===== config.mk =====
export PLATFORM = sky130hd
export DESIGN_NAME = mirror_plane_ctrl
export DESIGN_NICKNAME = d
export VERILOG_FILES = /design/src/rtl/mpm_pkg.sv /design/src/rtl/mpm_ram.sv /design/src/rtl/mpm_log_fifo.sv /design/src/rtl/mpm_ctrl.sv /design/src/rtl/mirror_plane_ctrl.sv
export SDC_FILE = /design/constraint.sdc
export NUM_CORES = 1
export LEC_CHECK = 0
export BUFFER_PORTS_ARGS = -buffer_cell sky130_fd_sc_hd__clkbuf_2
export CAP_MARGIN = 20
export CORE_MARGIN = 5
export CORE_UTILIZATION = 62
export CTS_CLUSTER_SIZE = 14
export DETAILED_ROUTE_END_ITERATION = 10
export PLACE_DENSITY = 0.78
export SLEW_MARGIN = 20
export SYNTH_ARGS = -nofsm -noshare
export SYNTH_HDL_FRONTEND = slang
export SYNTH_SLANG_ARGS = --single-unit
export TNS_END_PERCENT = 30

===== constraint.sdc =====
create_clock -name clk -period 4.2 [get_ports clk]
set_input_delay 0 -clock clk [delete_from_list [all_inputs] [get_ports clk]]
set_output_delay 0 -clock clk [all_outputs]
set_load 0.005 [all_outputs]

===== src/rtl/mpm_pkg.sv =====
package mpm_pkg;

    typedef enum logic [1:0] {
        MODE_MIRROR  = 2'd0,
        MODE_CKPT    = 2'd1,
        MODE_CATCHUP = 2'd2
    } mode_e;

    // Next mode from the current one and the sampled controls.
    function automatic mode_e next_mode(
        input mode_e cur,
        input logic  start,
        input logic  done,
        input logic  log_empty,
        input logic  log_push
    );
        mode_e nxt;
        nxt = cur;
        unique case (cur)
            MODE_MIRROR:  if (start)                   nxt = MODE_CKPT;
            MODE_CKPT:    if (done)                    nxt = MODE_CATCHUP;
            MODE_CATCHUP: if (log_empty && !log_push)  nxt = MODE_MIRROR;
            default:                                   nxt = MODE_MIRROR;
        endcase
        return nxt;
    endfunction

    function automatic logic needs_log(input mode_e cur);
        return cur != MODE_MIRROR;
    endfunction

endpackage


===== src/rtl/mpm_ram.sv =====
module mpm_ram #(
    parameter int ADDR_W = 4,
    parameter int DATA_W = 16
) (
    input  logic              clk,
    input  logic              rst,
    input  logic              we,
    input  logic [ADDR_W-1:0] waddr,
    input  logic [DATA_W-1:0] wdata,
    input  logic              re,
    input  logic [ADDR_W-1:0] raddr,
    output logic [DATA_W-1:0] rdata
);
    localparam int WORDS = 1 << ADDR_W;

    logic [DATA_W-1:0] cells [WORDS];

    always_ff @(posedge clk) begin
        if (we) begin
            cells[waddr] <= wdata;
        end
    end

    // Read-first: a same-edge write is not seen by the read.
    always_ff @(posedge clk) begin
        if (rst) begin
            rdata <= '0;
        end else if (re) begin
            rdata <= cells[raddr];
        end
    end
endmodule


===== src/rtl/mpm_log_fifo.sv =====
module mpm_log_fifo #(
    parameter int WIDTH = 20,
    parameter int DEPTH = 8
) (
    input  logic             clk,
    input  logic             rst,
    input  logic             push,
    input  logic [WIDTH-1:0] din,
    input  logic             pop,
    output logic [WIDTH-1:0] dout,
    output logic             empty,
    output logic             full
);
    localparam int PTR_W = (DEPTH > 1) ? $clog2(DEPTH) : 1;
    localparam int CNT_W = $clog2(DEPTH + 1);

    logic [WIDTH-1:0] slots [DEPTH];
    logic [PTR_W-1:0] wr_ptr, rd_ptr;
    logic [CNT_W-1:0] count;

    function automatic logic [PTR_W-1:0] bump(input logic [PTR_W-1:0] p);
        return (p == PTR_W'(DEPTH - 1)) ? '0 : p + 1'b1;
    endfunction

    assign empty = (count == '0);
    assign full  = (count == CNT_W'(DEPTH));
    assign dout  = slots[rd_ptr];

    always_ff @(posedge clk) begin
        if (push) begin
            slots[wr_ptr] <= din;
        end
    end

    always_ff @(posedge clk) begin
        if (rst) begin
            wr_ptr <= '0;
            rd_ptr <= '0;
            count  <= '0;
        end else begin
            if (push) wr_ptr <= bump(wr_ptr);
            if (pop)  rd_ptr <= bump(rd_ptr);
            if (push && !pop)      count <= count + 1'b1;
            else if (pop && !push) count <= count - 1'b1;
        end
    end

    AST_FIFO_NO_OVERFLOW:  assert property (@(posedge clk) disable iff (rst) full |-> !push);
    AST_FIFO_NO_UNDERFLOW: assert property (@(posedge clk) disable iff (rst) empty |-> !pop);
endmodule


===== src/rtl/mpm_ctrl.sv =====
module mpm_ctrl
    import mpm_pkg::*;
(
    input  logic  clk,
    input  logic  rst,
    input  logic  ckpt_start,
    input  logic  ckpt_done,
    input  logic  log_empty,
    input  logic  log_push,
    output mode_e mode
);
    always_ff @(posedge clk) begin
        if (rst) begin
            mode <= MODE_MIRROR;
        end else begin
            mode <= next_mode(mode, ckpt_start, ckpt_done, log_empty, log_push);
        end
    end

    AST_MODE_LEGAL:      assert property (@(posedge clk) disable iff (rst) mode != 2'd3);
    AST_NO_REENTER_CKPT: assert property (@(posedge clk) disable iff (rst)
        (mode == MODE_CATCHUP) |=> (mode != MODE_CKPT));
    AST_DONE_IN_MIRROR:  assert property (@(posedge clk) disable iff (rst)
        (mode == MODE_MIRROR && !ckpt_start) |=> (mode == MODE_MIRROR));
    AST_EXIT_NEEDS_EMPTY: assert property (@(posedge clk) disable iff (rst)
        (mode == MODE_CATCHUP && !log_empty) |=> (mode == MODE_CATCHUP));
endmodule


===== src/rtl/mirror_plane_ctrl.sv =====
module mirror_plane_ctrl
    import mpm_pkg::*;
#(
    parameter int ADDR_W    = 4,
    parameter int DATA_W    = 16,
    parameter int LOG_DEPTH = 8
) (
    input  logic              clk,
    input  logic              rst,
    input  logic              host_wr_en,
    input  logic [ADDR_W-1:0] host_wr_addr,
    input  logic [DATA_W-1:0] host_wr_data,
    output logic              host_wr_ready,
    input  logic              host_rd_en,
    input  logic [ADDR_W-1:0] host_rd_addr,
    output logic [DATA_W-1:0] host_rd_data,
    input  logic              ckpt_start,
    input  logic              ckpt_done,
    input  logic              ckpt_rd_en,
    input  logic [ADDR_W-1:0] ckpt_rd_addr,
    output logic [DATA_W-1:0] ckpt_rd_data,
    output logic [1:0]        mode,
    output logic              log_stall_seen
);
    localparam int ENTRY_W = ADDR_W + DATA_W;

    mode_e              cur_mode;
    logic               log_empty, log_full;
    logic               wr_accept, log_push, log_pop;
    logic [ENTRY_W-1:0] log_head;
    logic               bk_we;
    logic [ADDR_W-1:0]  bk_waddr;
    logic [DATA_W-1:0]  bk_wdata;

    assign host_wr_ready = !(needs_log(cur_mode) && log_full);
    assign wr_accept     = host_wr_en && host_wr_ready;
    assign log_push      = wr_accept && needs_log(cur_mode);
    assign log_pop       = (cur_mode == MODE_CATCHUP) && !log_empty;
    assign mode          = cur_mode;

    // Backup plane write source: host in mirror mode, log head in catch-up.
    always_comb begin
        bk_we    = 1'b0;
        bk_waddr = host_wr_addr;
        bk_wdata = host_wr_data;
        if (cur_mode == MODE_MIRROR) begin
            bk_we = wr_accept;
        end else if (log_pop) begin
            bk_we    = 1'b1;
            bk_waddr = log_head[ENTRY_W-1:DATA_W];
            bk_wdata = log_head[DATA_W-1:0];
        end
    end

    always_ff @(posedge clk) begin
        if (rst) begin
            log_stall_seen <= 1'b0;
        end else if (host_wr_en && !host_wr_ready) begin
            log_stall_seen <= 1'b1;
        end
    end

    mpm_ctrl i_ctrl (
        .clk        (clk),
        .rst        (rst),
        .ckpt_start (ckpt_start),
        .ckpt_done  (ckpt_done),
        .log_empty  (log_empty),
        .log_push   (log_push),
        .mode       (cur_mode)
    );

    mpm_log_fifo #(.WIDTH(ENTRY_W), .DEPTH(LOG_DEPTH)) i_log (
        .clk   (clk),
        .rst   (rst),
        .push  (log_push),
        .din   ({host_wr_addr, host_wr_data}),
        .pop   (log_pop),
        .dout  (log_head),
        .empty (log_empty),
        .full  (log_full)
    );

    mpm_ram #(.ADDR_W(ADDR_W), .DATA_W(DATA_W)) i_main (
        .clk   (clk),
        .rst   (rst),
        .we    (wr_accept),
        .waddr (host_wr_addr),
        .wdata (host_wr_data),
        .re    (host_rd_en),
        .raddr (host_rd_addr),
        .rdata (host_rd_data)
    );

    mpm_ram #(.ADDR_W(ADDR_W), .DATA_W(DATA_W)) i_backup (
        .clk   (clk),
        .rst   (rst),
        .we    (bk_we),
        .waddr (bk_waddr),
        .wdata (bk_wdata),
        .re    (ckpt_rd_en),
        .raddr (ckpt_rd_addr),
        .rdata (ckpt_rd_data)
    );

    AST_BACKUP_FROZEN: assert property (@(posedge clk) disable iff (rst)
        (cur_mode == MODE_CKPT) |-> !bk_we);
    AST_MIRROR_BOTH:   assert property (@(posedge clk) disable iff (rst)
        (cur_mode == MODE_MIRROR && host_wr_en) |-> (bk_we && host_wr_ready));
    AST_STALL_ON_FULL: assert property (@(posedge clk) disable iff (rst)
        (cur_mode != MODE_MIRROR && log_full) |-> !host_wr_ready);
    AST_STALL_STICKY:  assert property (@(posedge clk) disable iff (rst)
        log_stall_seen |=> log_stall_seen);
endmodule


==> impl_results.md <==
- Outcome: complete, no violations
- Slew of the pin with the lowest slew margin: 1.06 ns
- Switching part of the total: 0.205
- Setup crit end kind: flop
- Async S/R FF share, synth: 0
- TritonCTS Buffers: 70
- Yosys warning total: 0
- Routed WL per cell: 27.0 um
- Startpoint-to-endpoint class of the critical path: reg -> reg
- Time the worst path needs with I/O delays and setup: 2.95 ns
- Maximum clock frequency: 339 MHz
- Total of endpoints with negative setup slack in the final report: 0
- Total number of placement rows: 77
- Netlist cell types: 41
- Arr. time, crit path: 3.48 ns
- Count of flip-flops with a built-in enable after synthesis: 672
- Combined area of all synthesized cells: 27400 um2
- Post-Route Setup TNS: 0 ns
- Internal: 12.0 mW
- Initial standard-cell utilization of the core: 0.623
- Overall die width: 220 um
- Type of element launching the critical path: flop
- Clk Tree Root Cell: sky130_fd_sc_hd__clkbuf_16
- Number of vias in the routed layout: 13658
- Worst-case vdd ir drop: 0.429 mV
- Routed vias/inst: 6.40
- Final critical-path share of the clock period: 0.703
- Cells resized by post-CTS repair: 0
- Sw Pwr: 3.10 mW
- DR pass1 iterations: 5
- Post-layout instance count excluding filler cells: 2134
- CP peak stage delay: 0.43 ns
- Fraction of power consumed by the clock network: 0.413
- Area taken by flip-flops and latches: 21100 um2
- Detailed placement HPWL: 31700 um
- Synth Area in Compound Gates: 0.0370
- Sequential element share of the synthesized area: 0.771
- Share of synthesized area spent on multiplexers: 0.150
- Number of standard cells after synthesis: 1325
- Max Fanout on Critical Path: 5
- Dominant combinational cell family by area after synthesis: multiplexers
- Synthesized-area fraction occupied by adder cells: 0.00392
- Slowest library cell on the worst path: sky130_fd_sc_hd__or3_1
- All-layer global routing usage: 0.247
- Total number of nets in the final design: 1532
- Synthesized Nets: 1368
- Overall die area: 48500 um2
- Simple logic cell fraction of the synthesized area: 0.0224
- Number of buffers on the longest clock path: 3
- Total buffers and inverters traversed by the critical path: 2
- Worst endpoint required time: 4.73 ns
- Worst min path class: in -> reg
- Post-placement cell count: 1985
- Final core utilization: 0.711
- Category of cells accounting for the largest share of critical-path delay: simple AND/OR/NAND/NOR gates
- Hold Violations, Final: 0
- Worst-Skew Late Latency: 0.61 ns
- Initial antenna violation count: 0
- Area growth from synthesis to layout: 14.1%
- RSZ-0062 raised after global routing: false
- Level count of the clock H-tree: 3
- Largest net degree at the start of global routing: 65
- Number of global-route vias before repair: 14115
- Synth Area per Inst: 20.7 um2
- Number of DRC violations after detailed routing: 0
- Sink count of the clock tree: 720
- Clock tree from TritonCTS: yes
- Critical-path cell list: or3_1 > nor2_1 > nor2b_1 > o21ai_2 > inv_2 > ha_1 > inv_1 > ha_1 > a21o_1 > a21oi_1 > xnor2_1 > or3_1 > a21oi_1
- Wire length reported by the detailed router: 57700 um
- Sequential share of power: 0.532
- Clock-pin slew reported for the worst setup and hold paths after clock tree synthesis: 0.06 ns
- Violation count after the first detailed-routing iteration: 1709
- # IOs: 71
- Power density over the cells: 483 nW/um2
- Layout cell share with drive strength beyond 1: 0.282
- Seq cells post-synth: 720
- Max Slew Vio Count: 0
- Antenna violation net count after detailed routing: 0
- Count of buffers from port buffering: 70
- Leakage dissipation: 10.1 nW
- Worst slew slack as a fraction of its limit: 0.289
- Number of maximum-capacitance constraint violations: 0
- Primary flip-flop cell chosen by synthesis mapping: sky130_fd_sc_hd__edfxtp_1
- Worst Clk Skew: 0.0312 ns
- Wire length of the first global-routing pass: 87800 um
- Number of filler instances in the final layout: 2508
- Relative contribution of combinational cells to total power: 0.055
- Routability-driven placement congestion ratio: 0.752
- Gr ovfl total: 0
- XOR/XNOR share of the synthesized area: 0.000958
- Die Ht: 220 um
- Area occupied by multi-input gates: 5950 um2
- Core area: 44000 um2
-- timing repair --
action,CTS,global route
buffers inserted,0,0
endpoints found under the hold margin,311,0
hold buffers,24,0
-- synth_stat cells, drive strengths merged, types with 3 or more instances --
master,n,share of area
nor3,10,0.0018
nand2,35,0.0052
edfxtp,672,0.74
mux4,163,0.13
mux2,3,0.0012
nand2b,4,0.00091
a21oi,72,0.013
nor2b,7,0.0016
o21ai,21,0.0041
a22oi,64,0.018
nor2,80,0.011
inv,10,0.0014
clkbuf,37,0.0051
buf,33,0.0084
ha,7,0.0032
dfxtp,48,0.035
mux2i,39,0.015
-- power groups by stage --
stage	logic [mW]	clock network, mW	registers (mW)
5_1_grt	0.899	6.69	8.05
2_1_floorplan	0.506	0	8.18
3_5_place_dp	0.805	0	8.20
3_3_place_gp	0.780	0	8.19
6_report	0.831	6.25	8.05
4_1_cts	0.834	6.33	8.05
-- worst paths after layout --
path	start	to	slack, ns	cells past startpoint
min	host_wr_data[14]	i_main.cells[14][14]	0.009	1
max	i_log.count[0]	i_log.count[3]	1.25	13
min reg2reg	i_backup.rdata[12]	i_backup.rdata[12]	0.49	2
max reg2reg	i_log.count[0]	i_log.count[3]	1.25	13
-- routing by layer --
layer / part of all wire / vias up / global-route usage
li1: - / 5780 / -
met4: 0.026 / 0 / 0.0826
met3: 0.071 / 104 / 0.0332
met5: 0 / - / 0
met2: 0.53 / 655 / 0.417
met1: 0.38 / 7119 / 0.340
-- cell type report --
class / instances / share of cell area
flip-flops and latches: 720 / 0.676
diodes: 1 / 0.0000800
multi-input cells: 525 / 0.190
inverters: 10 / 0.00120
clock inverters: 35 / 0.0124
repair buffers: 162 / 0.0361
clock buffers: 89 / 0.0609
well taps: 592 / 0.0237
-- through the flow --
step	instance area [um2]	hold slack, ns	worst slack (ns)	power (mW)
after CTS	31300	0.00283	1.25	15.2
after global routing	31300	0.0194	1.03	15.6
after floorplan	27400	0.0989	0.839	8.69
after global placement	28700	0.307	1.31	8.97
final	31300	0.00878	1.25	15.1
after detailed placement	28700	0.301	1.27	9.00
-- cells in the final DEF (no fill, tap or decap), types with 4 or more instances in the layout --
| master | netlist | routed |
|---|---|---|
| sky130_fd_sc_hd__a21oi_1 | 72 | 72 |
| sky130_fd_sc_hd__a22oi_1 | 64 | 64 |
| sky130_fd_sc_hd__buf_4 | 9 | 68 |
| sky130_fd_sc_hd__bufinv_16 | 0 | 8 |
| sky130_fd_sc_hd__clkbuf_1 | 37 | 13 |
| sky130_fd_sc_hd__clkbuf_16 | 0 | 72 |
| sky130_fd_sc_hd__clkbuf_2 | 0 | 68 |
| sky130_fd_sc_hd__clkbuf_8 | 0 | 4 |
| sky130_fd_sc_hd__clkinv_1 | 0 | 12 |
| sky130_fd_sc_hd__clkinv_2 | 0 | 9 |
| sky130_fd_sc_hd__dfxtp_1 | 48 | 46 |
| sky130_fd_sc_hd__dlygate4sd3_1 | 0 | 24 |
| sky130_fd_sc_hd__edfxtp_1 | 672 | 672 |
| sky130_fd_sc_hd__ha_1 | 7 | 7 |
| sky130_fd_sc_hd__inv_1 | 8 | 7 |
| sky130_fd_sc_hd__mux2i_1 | 36 | 36 |
| sky130_fd_sc_hd__mux4_2 | 163 | 163 |
| sky130_fd_sc_hd__nand2_1 | 31 | 31 |
| sky130_fd_sc_hd__nand2_2 | 4 | 4 |
| sky130_fd_sc_hd__nand2b_1 | 4 | 4 |
| sky130_fd_sc_hd__nor2_1 | 80 | 77 |
| sky130_fd_sc_hd__nor2b_1 | 7 | 5 |
| sky130_fd_sc_hd__nor3_2 | 0 | 8 |
| sky130_fd_sc_hd__o21ai_1 | 17 | 14 |
| sky130_fd_sc_hd__o21ai_2 | 2 | 5 |
-- logic make-up (layout without fill, tap and decap cells) --
family | Yosys count | count (layout)
AO/OA/AOI/OAI | 164 | 164
XOR/XNOR | 3 | 3
adder cells (fa/ha/maj) | 8 | 8
buffers and inverters | 80 | 296
flip-flops | 720 | 720
multiplexers | 205 | 205
other | 0 | 1
AND/OR/NAND/NOR | 145 | 145
-- flip-flops by register name (all words and copies together) (netlist names), named ones only --
signal	count
log_stall_seen	1
i_log.slots	160
i_backup.cells	256
i_log.count	4
i_log.rd_ptr	3
i_backup.rdata	16
i_log.wr_ptr	3
i_main.rdata	16
i_main.cells	256
i_ctrl.mode	2
(Power assumes the default switching activity.)
